[src/rtl/scd_pkg.sv]
package scd_pkg;

    localparam int OPC_W     = 6;
    localparam int FN_W      = 6;
    localparam int NUM_INSTR = 7;
    localparam int ALU_W     = 2;

    // Instruction slot indices in the one-hot match vector
    localparam int IX_ADD = 0;
    localparam int IX_SUB = 1;
    localparam int IX_ORI = 2;
    localparam int IX_LD  = 3;
    localparam int IX_ST  = 4;
    localparam int IX_BEQ = 5;
    localparam int IX_JMP = 6;

    localparam logic [OPC_W-1:0] OPC_REG  = 6'b000000;
    localparam logic [OPC_W-1:0] OPC_ORI  = 6'b001101;
    localparam logic [OPC_W-1:0] OPC_LD   = 6'b100011;
    localparam logic [OPC_W-1:0] OPC_ST   = 6'b101011;
    localparam logic [OPC_W-1:0] OPC_BEQ  = 6'b000100;
    localparam logic [OPC_W-1:0] OPC_JMP  = 6'b000010;

    localparam logic [FN_W-1:0]  FN_ADD   = 6'b100000;
    localparam logic [FN_W-1:0]  FN_SUB   = 6'b100010;

    typedef enum logic [ALU_W-1:0] {
        ALU_ADD = 2'b00,
        ALU_SUB = 2'b01,
        ALU_OR  = 2'b10
    } alu_op_e;

    typedef logic [NUM_INSTR-1:0] instr_hot_t;

    typedef struct packed {
        logic    dst_rd;
        logic    b_from_imm;
        logic    wb_from_mem;
        logic    rf_we;
        logic    dm_we;
        logic    branch_sel;
        logic    jump;
        logic    ext_signed;
        alu_op_e alu_op;
    } ctrl_word_t;

    function automatic logic [OPC_W-1:0] instr_opcode(input int ix);
        case (ix)
            IX_ADD, IX_SUB: return OPC_REG;
            IX_ORI:         return OPC_ORI;
            IX_LD:          return OPC_LD;
            IX_ST:          return OPC_ST;
            IX_BEQ:         return OPC_BEQ;
            default:        return OPC_JMP;
        endcase
    endfunction

    function automatic logic instr_needs_funct(input int ix);
        return (ix == IX_ADD) || (ix == IX_SUB);
    endfunction

    function automatic logic [FN_W-1:0] instr_funct(input int ix);
        return (ix == IX_SUB) ? FN_SUB : FN_ADD;
    endfunction

    function automatic instr_hot_t slot(input int ix);
        instr_hot_t v;
        v = '0;
        v[ix] = 1'b1;
        return v;
    endfunction

    // OR-plane column masks: which instructions raise each control
    localparam instr_hot_t M_DST_RD   = slot(IX_ADD) | slot(IX_SUB);
    localparam instr_hot_t M_B_IMM    = slot(IX_ORI) | slot(IX_LD) | slot(IX_ST);
    localparam instr_hot_t M_WB_MEM   = slot(IX_LD);
    localparam instr_hot_t M_RF_WE    = slot(IX_ADD) | slot(IX_SUB) | slot(IX_ORI) | slot(IX_LD);
    localparam instr_hot_t M_DM_WE    = slot(IX_ST);
    localparam instr_hot_t M_BRANCH   = slot(IX_BEQ);
    localparam instr_hot_t M_JUMP     = slot(IX_JMP);
    localparam instr_hot_t M_EXT_SGN  = slot(IX_LD) | slot(IX_ST);
    localparam instr_hot_t M_ALU_B0   = slot(IX_SUB) | slot(IX_BEQ);
    localparam instr_hot_t M_ALU_B1   = slot(IX_ORI);

    function automatic logic any_of(input instr_hot_t hit, input instr_hot_t mask);
        return |(hit & mask);
    endfunction

endpackage

[src/rtl/scd_match_plane.sv]
module scd_match_plane
    import scd_pkg::*;
(
    input  logic [OPC_W-1:0] opcode,
    input  logic [FN_W-1:0]  funct,
    output instr_hot_t       hit
);

    for (genvar g = 0; g < NUM_INSTR; g++) begin : g_term
        localparam logic [OPC_W-1:0] TERM_OPC = instr_opcode(g);
        if (instr_needs_funct(g)) begin : g_with_fn
            localparam logic [FN_W-1:0] TERM_FN = instr_funct(g);
            assign hit[g] = (opcode == TERM_OPC) && (funct == TERM_FN);
        end else begin : g_opc_only
            assign hit[g] = (opcode == TERM_OPC);
        end
    end

endmodule

[src/rtl/scd_or_plane.sv]
module scd_or_plane
    import scd_pkg::*;
(
    input  instr_hot_t hit,
    output ctrl_word_t word
);

    logic [ALU_W-1:0] alu_bits;

    always_comb begin
        alu_bits         = {any_of(hit, M_ALU_B1), any_of(hit, M_ALU_B0)};
        word.dst_rd      = any_of(hit, M_DST_RD);
        word.b_from_imm  = any_of(hit, M_B_IMM);
        word.wb_from_mem = any_of(hit, M_WB_MEM);
        word.rf_we       = any_of(hit, M_RF_WE);
        word.dm_we       = any_of(hit, M_DM_WE);
        word.branch_sel  = any_of(hit, M_BRANCH);
        word.jump        = any_of(hit, M_JUMP);
        word.ext_signed  = any_of(hit, M_EXT_SGN);
        word.alu_op      = alu_op_e'(alu_bits);
    end

endmodule

[src/rtl/sc_ctrl_decoder.sv]
module sc_ctrl_decoder
    import scd_pkg::*;
(
    input  logic [5:0] i_opcode,
    input  logic [5:0] i_funct,
    output logic       o_dst_rd,
    output logic       o_b_from_imm,
    output logic       o_wb_from_mem,
    output logic       o_rf_we,
    output logic       o_dm_we,
    output logic       o_branch_sel,
    output logic       o_jump,
    output logic       o_ext_signed,
    output logic [1:0] o_alu_op
);

    instr_hot_t hit;
    ctrl_word_t word;

    scd_match_plane u_match (
        .opcode (i_opcode),
        .funct  (i_funct),
        .hit    (hit)
    );

    scd_or_plane u_or (
        .hit  (hit),
        .word (word)
    );

    assign o_dst_rd      = word.dst_rd;
    assign o_b_from_imm  = word.b_from_imm;
    assign o_wb_from_mem = word.wb_from_mem;
    assign o_rf_we       = word.rf_we;
    assign o_dm_we       = word.dm_we;
    assign o_branch_sel  = word.branch_sel;
    assign o_jump        = word.jump;
    assign o_ext_signed  = word.ext_signed;
    assign o_alu_op      = word.alu_op;

endmodule

[config.mk]
export PLATFORM = sky130hd
export DESIGN_NAME = sc_ctrl_decoder
export DESIGN_NICKNAME = d
export VERILOG_FILES = /design/src/rtl/scd_pkg.sv /design/src/rtl/scd_match_plane.sv /design/src/rtl/scd_or_plane.sv /design/src/rtl/sc_ctrl_decoder.sv
export SDC_FILE = /design/constraint.sdc
export NUM_CORES = 1
export LEC_CHECK = 0
export ABC_AREA = 0
export BUFFER_PORTS_ARGS = -buffer_cell sky130_fd_sc_hd__clkbuf_2
export CORE_AREA = 2 2 39 41
export DETAILED_ROUTE_END_ITERATION = 6
export DIE_AREA = 0 0 41 43
export PLACE_DENSITY = 0.42
export SLEW_MARGIN = 10
export SYNTH_ARGS = -nofsm -noshare
export SYNTH_HDL_FRONTEND = slang
export SYNTH_SLANG_ARGS = --single-unit
[constraint.sdc]
create_clock -name vclk -period 1.3
set_input_delay 0.26 -clock vclk [all_inputs]
set_output_delay 0.26 -clock vclk [all_outputs]
set_load 0.01 [all_outputs]
==> flow_metrics.env <==
export IMPL_avgRoutedWirePerCell_um=8.39
export IMPL_grt_pass1_wl_um=745
export IMPL_max_slew_margin_pct=86.1
export IMPL_power_density_nw_per_um2=200
export IMPL_cp_max_fo=3
export IMPL_globalplace_congestion=0.625
export IMPL_core_um2=1380
export IMPL_track_usage_pct=5.59
export IMPL_muxShareOfSynthArea_pct=0
export IMPL_route_detailed_drc=0
export IMPL_finalHoldViolCount=0
export IMPL_syn_num_nets=34
export IMPL_totalWireLength_um=537
export IMPL_ios=22
export IMPL_drt_pass1_iter_count=2
export IMPL_power_leakage_nw=0.206
export IMPL_setup_violations_final=0
export IMPL_overflow=0
export IMPL_cp_slowest_cell="nor3_4"
export IMPL_hold_path_class="input port to output port"
export IMPL_cp_cell_sequence="buf_6 > nor3_4 > nand4_1 > o221ai_2 > buf_2"
export IMPL_start_kind="input port"
export IMPL_yosysSeqAreaShare_pct=0
export IMPL_drive_gt1_share_pct=66.7
export IMPL_rows=14
export IMPL_cp_required_ns=1.04
export IMPL_critPathBufInv=2
export IMPL_crit_arrival_ns=1.01
export IMPL_num_nets_final=62
export IMPL_hold_start="i_opcode[4]"
export IMPL_first_iter_violations=4
export IMPL_dieArea_um2=1760
export IMPL_worst_pin_slew_ns=0.208
export IMPL_crit_family="simple AND/OR/NAND/NOR gates"
export IMPL_ir_drop_v=0.0000487
export IMPL_grt_max_degree=6
export IMPL_hold_path_end="o_jump"
export IMPL_synth_simple_area_share_pct=75.5
export IMPL_slowest_delay_ns=0.21
export IMPL_die_w_um=41
export IMPL_tns_ns=0
export IMPL_synth_cell_type_count=13
export IMPL_crit_type="input port to output port"
export IMPL_netlist_area_um2=133
export IMPL_n_antenna_cell=0
export IMPL_grt_pass1_vias=203
export IMPL_period_share_pct=97.6
export IMPL_ys_warn_count=0
export IMPL_rsz0062_at_grt="true"
export IMPL_synth_xor_xnor_area_share_pct=0
export IMPL_slew_violations=0
export IMPL_hold_depth=3
export IMPL_drtAntennaViolNets=0
export IMPL_min_period_ns=1.27
export IMPL_maxCapViolCount=0
export IMPL_max_freq_ghz=0.788
export IMPL_synthesis_instances=22
export IMPL_initial_core_util_pct=9.58
export IMPL_regArea_um2=0
export IMPL_clkbuf_count=0
export IMPL_syn_area_per_cell_um2=6.03
export IMPL_design_seq_count=0
export IMPL_die_h_um=43
export IMPL_area_growth_syn_to_layout_pct=151
export IMPL_synthAdderAreaFrac_pct=0
export IMPL_vias_per_cell=3.69
export IMPL_dp_hpwl_um=474
export IMPL_status="finished, final reports clean"
export IMPL_cts_hold_buf=0
export IMPL_synth_top_family_by_area="simple AND/OR/NAND/NOR gates"
export IMPL_port_buffers=22
export IMPL_fin_cells=64
export IMPL_dp_cells=63
export IMPL_via_count=236
export IMPL_nFillCells=161
export IMPL_synth_compound_area_share_pct=16.0
export IMPL_end_kind="output port"
export IMPL_antenna_found_initial=0
## cell type report
class | count | area [um2] | share of cell area (%)
multi-input cells | 19 | 149 | 44.7
well taps | 16 | 20.0 | 6.02
inverters | 3 | 11.3 | 3.38
repair buffers | 26 | 153 | 45.9
## worst max-delay path by stage
stage                      startpoint       to  slack (ns)  cells after the start
final                     i_opcode[5]  o_rf_we        0.03                      5
after CTS                 i_opcode[4]  o_rf_we      0.0005                      5
after detailed placement  i_opcode[1]  o_rf_we       -0.02                      5
after global routing      i_opcode[5]  o_rf_we      -0.008                      5
after floorplan           i_opcode[1]  o_rf_we        0.25                      3
after global placement    i_opcode[1]  o_rf_we      -0.003                      5
## kinds of logic (layout without fill, tap and decap cells)
group / count (synthesis) / count (layout)
buffers and inverters: 3 / 29
AND/OR/NAND/NOR: 17 / 17
AO/OA/AOI/OAI: 2 / 2
## placed cells by master, fill, tap and decap left out, drive strengths merged
cell	Yosys	routed
and3	1	1
nand4	1	1
nand2	3	3
inv	3	3
nor3	3	3
nor2b	2	2
a31oi	1	1
nand3b	1	1
nand4b	1	1
o221ai	1	1
buf	0	7
clkbuf	0	19
nor2	5	5
## metal layers
metal / vias up / share of wire (%) / GRT usage (%)
li1: 130 / - / -
met1: 91 / 42 / 6.33
met2: 15 / 45 / 10.3
met3: 0 / 13 / 1.57
met4: 0 / 0 / 0
met5: - / 0 / 0
## power by group
| part | leakage [nW] | switching (mW) | internal, mW |
|---|---|---|---|
| combinational | 0.206 | 0.0303 | 0.0364 |
| clock | 0 | 0 | 0 |
| sequential | 0 | 0 | 0 |
## cells in the mapped netlist (2+ instances only)
| library cell | count | area share, % |
|---|---|---|
| inv_1 | 3 | 8.5 |
| nand2_1 | 3 | 8.5 |
| nor2_1 | 5 | 14 |
| nor3_1 | 2 | 7.5 |
## timing repair
| item | 4_1_cts | 5_1_grt |
|---|---|---|
| endpoints found under the setup margin | 1 | 2 |
| resized for setup | 5 | 7 |
| buffers inserted | 0 | 1 |
| pin swaps | 2 | 4 |
## metrics by stage
stage / utilization (%) / total power, mW / cell area [um2] / hold slack (ns) / setup slack [ns]
6_report: 24.1 / 0.0667 / 333 / 0.831 / 0.0307
3_3_place_gp: 20.6 / 0.0534 / 285 / 0.808 / -0.00323
4_1_cts: 22.6 / 0.0627 / 313 / 0.843 / 0.000466
5_1_grt: 24.1 / 0.0722 / 333 / 0.852 / -0.00780
3_5_place_dp: 20.6 / 0.0536 / 285 / 0.811 / -0.0199
2_1_floorplan: - / 0.0165 / 133 / 0.568 / 0.249
(Power assumes the default switching activity.)
